## src/rtl/sync_pkg.sv

```systemverilog
package sync_pkg;

    localparam int HCNT_W = 12;
    localparam int VCNT_W = 11;
    localparam int ST_W   = 4;

    typedef logic [HCNT_W-1:0] hcnt_t;
    typedef logic [VCNT_W-1:0] vcnt_t;

    typedef struct packed {
        logic gate_mode;
        logic eq_en;
        logic interlace;
        logic run;
    } status_t;

    typedef struct packed {
        hcnt_t total;
        hcnt_t fp_end;
        hcnt_t sync_end;
        hcnt_t blank_end;
        hcnt_t gate_beg;
        hcnt_t gate_end;
    } hcfg_t;

    typedef struct packed {
        vcnt_t total;
        vcnt_t fp_end;
        vcnt_t sync_end;
        vcnt_t blank_end;
        vcnt_t eq_len;
        vcnt_t gate_beg;
        vcnt_t gate_end;
    } vcfg_t;

    typedef struct packed {
        status_t st;
        hcfg_t   h;
        vcfg_t   v;
    } cfg_t;

    typedef struct packed {
        logic hsync;
        logic vsync;
        logic hblank;
        logic vblank;
        logic csync;
        logic cblank;
        logic hdrv;
        logic vdrv;
        logic odd;
    } sync_out_t;

    // RS-170 timing at a 14.31818 MHz pixel clock
    function automatic cfg_t default_cfg(input logic run_bit);
        cfg_t c;
        c.st.gate_mode = 1'b0;
        c.st.eq_en     = 1'b1;
        c.st.interlace = 1'b1;
        c.st.run       = run_bit;
        c.h.total      = hcnt_t'(910);
        c.h.fp_end     = hcnt_t'(23);
        c.h.sync_end   = hcnt_t'(91);
        c.h.blank_end  = hcnt_t'(157);
        c.h.gate_beg   = hcnt_t'(0);
        c.h.gate_end   = hcnt_t'(157);
        c.v.total      = vcnt_t'(525);
        c.v.fp_end     = vcnt_t'(6);
        c.v.sync_end   = vcnt_t'(12);
        c.v.blank_end  = vcnt_t'(40);
        c.v.eq_len     = vcnt_t'(6);
        c.v.gate_beg   = vcnt_t'(0);
        c.v.gate_end   = vcnt_t'(40);
        return c;
    endfunction

    function automatic logic in_span_h(input hcnt_t x, input hcnt_t lo, input hcnt_t hi);
        return (x >= lo) && (x < hi);
    endfunction

    function automatic logic in_span_v(input vcnt_t x, input vcnt_t lo, input vcnt_t hi);
        return (x >= lo) && (x < hi);
    endfunction

endpackage

```

## src/rtl/sync_cfg_reg.sv

```systemverilog
module sync_cfg_reg
    import sync_pkg::*;
#(
    parameter bit RUN_AT_CLEAR = 1'b0
) (
    input  logic clk,
    input  logic clr,
    input  logic we,
    input  cfg_t cfg_in,
    output cfg_t cfg_q
);

    always_ff @(posedge clk) begin
        if (clr) begin
            cfg_q <= default_cfg(RUN_AT_CLEAR);
        end else if (we) begin
            cfg_q <= cfg_in;
        end
    end

endmodule

```

## src/rtl/sync_counters.sv

```systemverilog
module sync_counters
    import sync_pkg::*;
(
    input  logic  clk,
    input  logic  clr,
    input  logic  run,
    input  logic  interlace,
    input  hcnt_t h_total,
    input  vcnt_t v_total,
    output hcnt_t hc,
    output vcnt_t vc,
    output logic  odd
);

    hcnt_t h_half;
    logic  h_last;
    logic  v_last;
    logic  half_tick;

    always_comb begin
        h_half    = h_total >> 1;
        h_last    = (hc >= h_total - hcnt_t'(1));
        v_last    = (vc >= v_total - vcnt_t'(1));
        half_tick = h_last || (hc == h_half - hcnt_t'(1));
    end

    always_ff @(posedge clk) begin
        if (clr) begin
            hc  <= '0;
            vc  <= '0;
            odd <= 1'b0;
        end else if (run) begin
            hc <= h_last ? '0 : hc + hcnt_t'(1);
            if (half_tick) begin
                vc <= v_last ? '0 : vc + vcnt_t'(1);
                if (v_last && interlace) begin
                    odd <= ~odd;
                end
            end
        end
    end

endmodule

```

## src/rtl/sync_decode.sv

```systemverilog
module sync_decode
    import sync_pkg::*;
(
    input  logic      clk,
    input  logic      clr,
    input  logic      eq_en,
    input  logic      gate_mode,
    input  hcfg_t     h,
    input  vcnt_t     v_fp_end,
    input  vcnt_t     v_sync_end,
    input  vcnt_t     v_blank_end,
    input  vcnt_t     v_eq_len,
    input  vcnt_t     v_gate_beg,
    input  vcnt_t     v_gate_end,
    input  hcnt_t     hc,
    input  vcnt_t     vc,
    input  logic      odd,
    output sync_out_t out_q
);

    localparam int HX_W = HCNT_W + 1;
    localparam int VX_W = VCNT_W + 1;

    hcnt_t     h_half;
    hcnt_t     hp;
    hcnt_t     eq_w;
    logic [HX_W-1:0] eq_hi;
    logic [VX_W-1:0] pre_reach;
    logic [VX_W-1:0] post_hi;
    logic      hs, vs, hb, vb;
    logic      eq_pulse, serr, in_pre, in_post;
    sync_out_t nxt;

    always_comb begin
        h_half   = h.total >> 1;
        hp       = (hc >= h_half) ? hc - h_half : hc;
        eq_w     = (h.sync_end - h.fp_end) >> 1;
        eq_hi    = {1'b0, h.fp_end} + {1'b0, eq_w};

        hs       = in_span_h(hc, h.fp_end, h.sync_end);
        hb       = (hc < h.blank_end);
        vs       = in_span_v(vc, v_fp_end, v_sync_end);
        vb       = (vc < v_blank_end);

        eq_pulse = (hp >= h.fp_end) && ({1'b0, hp} < eq_hi);
        serr     = !in_span_h(hp, h.fp_end, h.sync_end);

        pre_reach = {1'b0, vc} + {1'b0, v_eq_len};
        post_hi   = {1'b0, v_sync_end} + {1'b0, v_eq_len};
        in_pre    = (pre_reach >= {1'b0, v_fp_end}) && (vc < v_fp_end);
        in_post   = (vc >= v_sync_end) && ({1'b0, vc} < post_hi);

        nxt.hsync  = hs;
        nxt.vsync  = vs;
        nxt.hblank = hb;
        nxt.vblank = vb;
        nxt.cblank = hb | vb;
        nxt.odd    = odd;

        if (!eq_en) begin
            nxt.csync = hs ^ vs;
        end else if (vs) begin
            nxt.csync = serr;
        end else if (in_pre || in_post) begin
            nxt.csync = eq_pulse;
        end else begin
            nxt.csync = hs;
        end

        if (gate_mode) begin
            nxt.hdrv = in_span_h(hc, h.gate_beg, h.gate_end);
            nxt.vdrv = in_span_v(vc, v_gate_beg, v_gate_end);
        end else begin
            nxt.hdrv = hs;
            nxt.vdrv = vs;
        end
    end

    always_ff @(posedge clk) begin
        if (clr) begin
            out_q <= '0;
        end else begin
            out_q <= nxt;
        end
    end

endmodule

```

## src/rtl/raster_sync_gen.sv

```systemverilog
module raster_sync_gen
    import sync_pkg::*;
#(
    parameter bit RUN_AT_CLEAR = 1'b0
) (
    input  logic              clk,
    input  logic              clr,
    input  logic              cfg_we,
    input  logic [ST_W-1:0]   cfg_status,
    input  logic [HCNT_W-1:0] cfg_h_total,
    input  logic [HCNT_W-1:0] cfg_h_fp_end,
    input  logic [HCNT_W-1:0] cfg_h_sync_end,
    input  logic [HCNT_W-1:0] cfg_h_blank_end,
    input  logic [HCNT_W-1:0] cfg_h_gate_beg,
    input  logic [HCNT_W-1:0] cfg_h_gate_end,
    input  logic [VCNT_W-1:0] cfg_v_total,
    input  logic [VCNT_W-1:0] cfg_v_fp_end,
    input  logic [VCNT_W-1:0] cfg_v_sync_end,
    input  logic [VCNT_W-1:0] cfg_v_blank_end,
    input  logic [VCNT_W-1:0] cfg_v_eq_len,
    input  logic [VCNT_W-1:0] cfg_v_gate_beg,
    input  logic [VCNT_W-1:0] cfg_v_gate_end,
    output logic              hsync_o,
    output logic              vsync_o,
    output logic              hblank_o,
    output logic              vblank_o,
    output logic              csync_o,
    output logic              cblank_o,
    output logic              hdrv_o,
    output logic              vdrv_o,
    output logic              odd_field_o
);

    cfg_t      cfg_in;
    cfg_t      cfg_q;
    hcnt_t     hc;
    vcnt_t     vc;
    logic      odd;
    sync_out_t outs;

    always_comb begin
        cfg_in.st          = status_t'(cfg_status);
        cfg_in.h.total     = cfg_h_total;
        cfg_in.h.fp_end    = cfg_h_fp_end;
        cfg_in.h.sync_end  = cfg_h_sync_end;
        cfg_in.h.blank_end = cfg_h_blank_end;
        cfg_in.h.gate_beg  = cfg_h_gate_beg;
        cfg_in.h.gate_end  = cfg_h_gate_end;
        cfg_in.v.total     = cfg_v_total;
        cfg_in.v.fp_end    = cfg_v_fp_end;
        cfg_in.v.sync_end  = cfg_v_sync_end;
        cfg_in.v.blank_end = cfg_v_blank_end;
        cfg_in.v.eq_len    = cfg_v_eq_len;
        cfg_in.v.gate_beg  = cfg_v_gate_beg;
        cfg_in.v.gate_end  = cfg_v_gate_end;
    end

    sync_cfg_reg #(.RUN_AT_CLEAR(RUN_AT_CLEAR)) u_cfg (
        .clk    (clk),
        .clr    (clr),
        .we     (cfg_we),
        .cfg_in (cfg_in),
        .cfg_q  (cfg_q)
    );

    sync_counters u_cnt (
        .clk       (clk),
        .clr       (clr),
        .run       (cfg_q.st.run),
        .interlace (cfg_q.st.interlace),
        .h_total   (cfg_q.h.total),
        .v_total   (cfg_q.v.total),
        .hc        (hc),
        .vc        (vc),
        .odd       (odd)
    );

    sync_decode u_dec (
        .clk         (clk),
        .clr         (clr),
        .eq_en       (cfg_q.st.eq_en),
        .gate_mode   (cfg_q.st.gate_mode),
        .h           (cfg_q.h),
        .v_fp_end    (cfg_q.v.fp_end),
        .v_sync_end  (cfg_q.v.sync_end),
        .v_blank_end (cfg_q.v.blank_end),
        .v_eq_len    (cfg_q.v.eq_len),
        .v_gate_beg  (cfg_q.v.gate_beg),
        .v_gate_end  (cfg_q.v.gate_end),
        .hc          (hc),
        .vc          (vc),
        .odd         (odd),
        .out_q       (outs)
    );

    assign hsync_o     = outs.hsync;
    assign vsync_o     = outs.vsync;
    assign hblank_o    = outs.hblank;
    assign vblank_o    = outs.vblank;
    assign csync_o     = outs.csync;
    assign cblank_o    = outs.cblank;
    assign hdrv_o      = outs.hdrv;
    assign vdrv_o      = outs.vdrv;
    assign odd_field_o = outs.odd;

endmodule

```

## config.mk

```make
export PLATFORM = sky130hd
export DESIGN_NAME = raster_sync_gen
export DESIGN_NICKNAME = d
export VERILOG_FILES = /design/src/rtl/sync_pkg.sv /design/src/rtl/sync_cfg_reg.sv /design/src/rtl/sync_counters.sv /design/src/rtl/sync_decode.sv /design/src/rtl/raster_sync_gen.sv
export SDC_FILE = /design/constraint.sdc
export NUM_CORES = 1
export LEC_CHECK = 0
export BUFFER_PORTS_ARGS = -buffer_cell sky130_fd_sc_hd__buf_2
export CORE_MARGIN = 5
export CORE_UTILIZATION = 55
export DETAILED_ROUTE_END_ITERATION = 12
export PLACE_DENSITY = 0.77
export SETUP_SLACK_MARGIN = 0.3
export SLEW_MARGIN = 5
export SYNTH_ARGS = -nofsm -noshare
export SYNTH_HDL_FRONTEND = slang
export SYNTH_HIERARCHICAL = 1
export SYNTH_SLANG_ARGS = --single-unit
```

## constraint.sdc

```tcl
create_clock -name clk -period 6.8 [get_ports clk]
set_input_delay 0.34 -clock clk [delete_from_list [all_inputs] [get_ports clk]]
set_output_delay 0.34 -clock clk [all_outputs]
set_load 0.03 [all_outputs]
```

==> flow_summary.ini <==
[die]
initial_core_util = 0.556
rows = 59
die_w_um = 172
num_io_pins = 165
die_y_um = 172
die_area_um2 = 29500
core_um2 = 25900

[worst_setup_path]
r2r-start = u_cfg/cfg_q[126]
worstReg2RegEnd = u_dec/out_q[4]
reg2regPathDepth = 24
regToRegSetupSlack_ns = 1.99
crit_type = flip-flop to flip-flop
worst_setup_path_start_kind = flip-flop
end_kind = flip-flop
worstPathMaxFanout = 5
arrival_ns = 5.14
cp_data_required_time_ns = 7.13
crit_start = u_cfg/cfg_q[126]
cp-endpoint = u_dec/out_q[4]

[cts]
clock_sinks = 186
cts.reportedPaths.clkPinSlew_ns = 0.08
cts_tree = yes
htree_levels = 4
cts.path.max_buffers = 2
worstSkewPairLatency_ns = 0.45
post_cts_buffers = 0
cts-resized-gates = 0
postCtsHoldBufs = 0
cts_root_buffer = clkbuf_16
cts_made_buffers = 17

[yosys]
syn-num-nets = 2058
synth.most_common_cell = ha_1
synth_area_um2 = 14400
synth_flop_cell = dfxtp_1
synth-xor-area-share = 0.0529
synth_top_family_by_area = adder cells
synth-simple-area-share = 0.152
synth.avg_cell_area_um2 = 8.76
synth_mux_area_frac = 0.0818
synth_edf_count = 0
async_reset_ff_frac = 0
synth_top_cells_by_count = 251 x ha_1, 186 x dfxtp_1, 181 x nor2_1
synth_compound_area_frac = 0.167
yosysSeqAreaShare = 0.258
yosys_warnings = 6
synth_top_cell_by_area = dfxtp_1
syn_inst = 1646
yosys.area.top_type_share = 0.258
synth-adder-area-share = 0.225
synth_cell_types = 78
synth_area_leaders = dfxtp_1 26%, ha_1 22%, mux2i_1 7.9%
synth_seq_cells = 186

[timing]
period_share = 0.707
whs_ns = 0.0913
min_period_ns = 4.81
worst_clock_skew_ns = 0.0156
setup_viol = 0
tns_ns = 0
hold_viol_final = 0
fmax_ghz = 0.208
slew_headroom = 0.369
worstMarginPinSlew_ns = 0.946
grt_setup_unrepaired = no
drv_slew = 0

[pwr]
ir_worst_vdd_v = 0.000134
power.density_nw_per_um2 = 193
p_leak_uw = 0.00788
p_total_uw = 3080

[global_routing]
grt_first_pass_wirelength_mm = 57.7
grt_pass1_vias = 12300
grt_util_met2 = 0.427
grt_use_met1 = 0.287
overflow = 0
grt_util_all_layers = 0.239
use_met3 = 0.0375
antenna_found_initial = 1
grt_max_degree = 94
busiest_layer = met2

[hold_path]
hp-class = input port to flip-flop
hold_path_depth = 2

[place]
place.gp.congestion = 0.885
dp_hpwl_mm = 27.0
port_buffers = 164

[outcome]
status = finished, final reports clean

[detailed_routing]
route.detailed.drc = 0
antenna_left = 0
viasPerCell = 5.72
drt-total-wl_mm = 35.8
drtIter0Drc = 542
dr_total_vias = 12200
routedWlPerCell_um = 16.8
first_pass_iters = 6

[cells_and_area]
area_growth_pct = 11.0
final_nets = 2200
drive_gt1_frac = 0.125

[run]
cap_violations = 0
-- layout by cell type, fill, tap and decap left out, types with 4 or more instances in the layout --
| cell type | netlist | final |
|---|---|---|
| a211o_1 | 51 | 51 |
| a21o_1 | 33 | 33 |
| o2111ai_1 | 7 | 7 |
| buf_2 | 5 | 162 |
| and3_1 | 8 | 8 |
| a22oi_1 | 5 | 5 |
| a2111oi_0 | 6 | 6 |
| and4_1 | 4 | 4 |
| or4_1 | 4 | 4 |
| o31ai_1 | 5 | 5 |
| nor3b_1 | 4 | 4 |
| or3_1 | 11 | 11 |
| nand2b_1 | 16 | 16 |
| o21ai_0 | 44 | 44 |
| a211oi_1 | 14 | 14 |
| a31oi_1 | 5 | 5 |
| mux2i_1 | 114 | 114 |
| fa_1 | 5 | 5 |
| xnor2_1 | 53 | 53 |
| ha_1 | 251 | 251 |
| o211ai_1 | 18 | 18 |
| clkbuf_16 | 0 | 17 |
| buf_4 | 6 | 8 |
| o32ai_1 | 5 | 5 |
| inv_8 | 0 | 6 |
| nor3_1 | 25 | 25 |
| nor4_1 | 6 | 6 |
| o21ai_1 | 12 | 12 |
| o21bai_1 | 10 | 10 |
| nor2_1 | 181 | 181 |
| o21a_1 | 8 | 8 |
| nand4_1 | 14 | 14 |
| nor2b_1 | 54 | 54 |
| nand2_1 | 63 | 63 |
| and2_1 | 5 | 5 |
| dfxtp_1 | 186 | 186 |
| nand3_1 | 31 | 31 |
| xor2_1 | 34 | 34 |
| a21oi_1 | 99 | 99 |
| inv_1 | 155 | 155 |
-- worst min path at each step --
| stage | startpoint | end | slack (ns) |
|---|---|---|---|
| after detailed placement | u_cnt/odd | u_dec/out_q[0] | 0.47 |
| after global placement | u_cnt/odd | u_dec/out_q[0] | 0.47 |
| after floorplan | clr | u_dec/out_q[0] | 0.41 |
| final | cfg_h_blank_end[2] | u_cfg/cfg_q[103] | 0.09 |
| after global routing | cfg_h_fp_end[0] | u_cfg/cfg_q[125] | 0.09 |
| after CTS | cfg_h_fp_end[0] | u_cfg/cfg_q[125] | 0.08 |
-- stage by stage --
stage                      util  area [um2]  setup WS (ns)  instances
after floorplan               -       14400           2.60       1646
after global placement    0.594       15400           2.24       2104
after detailed placement  0.594       15400           2.08       2104
after CTS                 0.617       16000           2.02       2136
after global routing      0.617       16000           1.50       2137
final                     0.617       16000           1.99       2137
-- metal layers --
metal / part of all wire / vias to the layer above
met3: 0.050 / 82
met5: 0 / -
met2: 0.48 / 315
met1: 0.43 / 5693
met4: 0.036 / 0
li1: - / 6140
-- state kept, by name, indices dropped and copies added, names as in the netlist --
| register | cells |
|---|---|
| u_cnt/hc | 12 |
| u_dec/out_q | 9 |
| u_cnt/vc | 11 |
| u_cfg/cfg_q | 153 |
| u_cnt/odd | 1 |
-- report_power, final --
group / leakage (uW) / total [uW] / internal [uW] / switching [uW]
Clock: 0.000295 / 1050 / 529 / 520
Sequential: 0.00154 / 1220 / 1150 / 68.9
Combinational: 0.00605 / 812 / 375 / 437
-- layout make-up --
type / instances / area (um2)
Clock buffer: 17 / 425
Tap cell: 335 / 419
Inverter: 155 / 582
Clock inverter: 15 / 178
Antenna cell: 1 / 2.50
Fill cell: 2238 / 9920
Timing Repair Buffer: 172 / 896
Multi-Input combinational cell: 1256 / 9770
Sequential cell: 186 / 3720
-- critical path, cell delays in order, from the launching register on --
cell	delay, ns
dfxtp_1	0.35
inv_1	0.13
fa_1	0.46
a21o_1	0.18
a21oi_1	0.24
o21bai_1	0.11
a21oi_1	0.24
o21ai_1	0.14
xor2_1	0.20
ha_1	0.29
and2_1	0.16
o21ai_0	0.14
o21ai_1	0.10
nor4_1	0.24
nor3_1	0.12
xnor2_1	0.15
ha_1	0.30
nand2_1	0.07
nor3_1	0.27
a221oi_1	0.12
o21ai_0	0.09
nand2_1	0.07
a21bo_2	0.22
a32oi_1	0.18
a211oi_2	0.09
-- kinds of logic (layout without fill, tap and decap cells) --
group	count (synthesis)	count (layout)
and+or+nand+nor	445	445
AOI/OAI and AO/OA	351	351
adders and majority gates	256	256
buffers and inverters	204	359
DFF	186	186
muxes	117	117
xor gates and xnor gates	87	87
other	0	1
No activity file was read; power rests on OpenSTA's default activity.
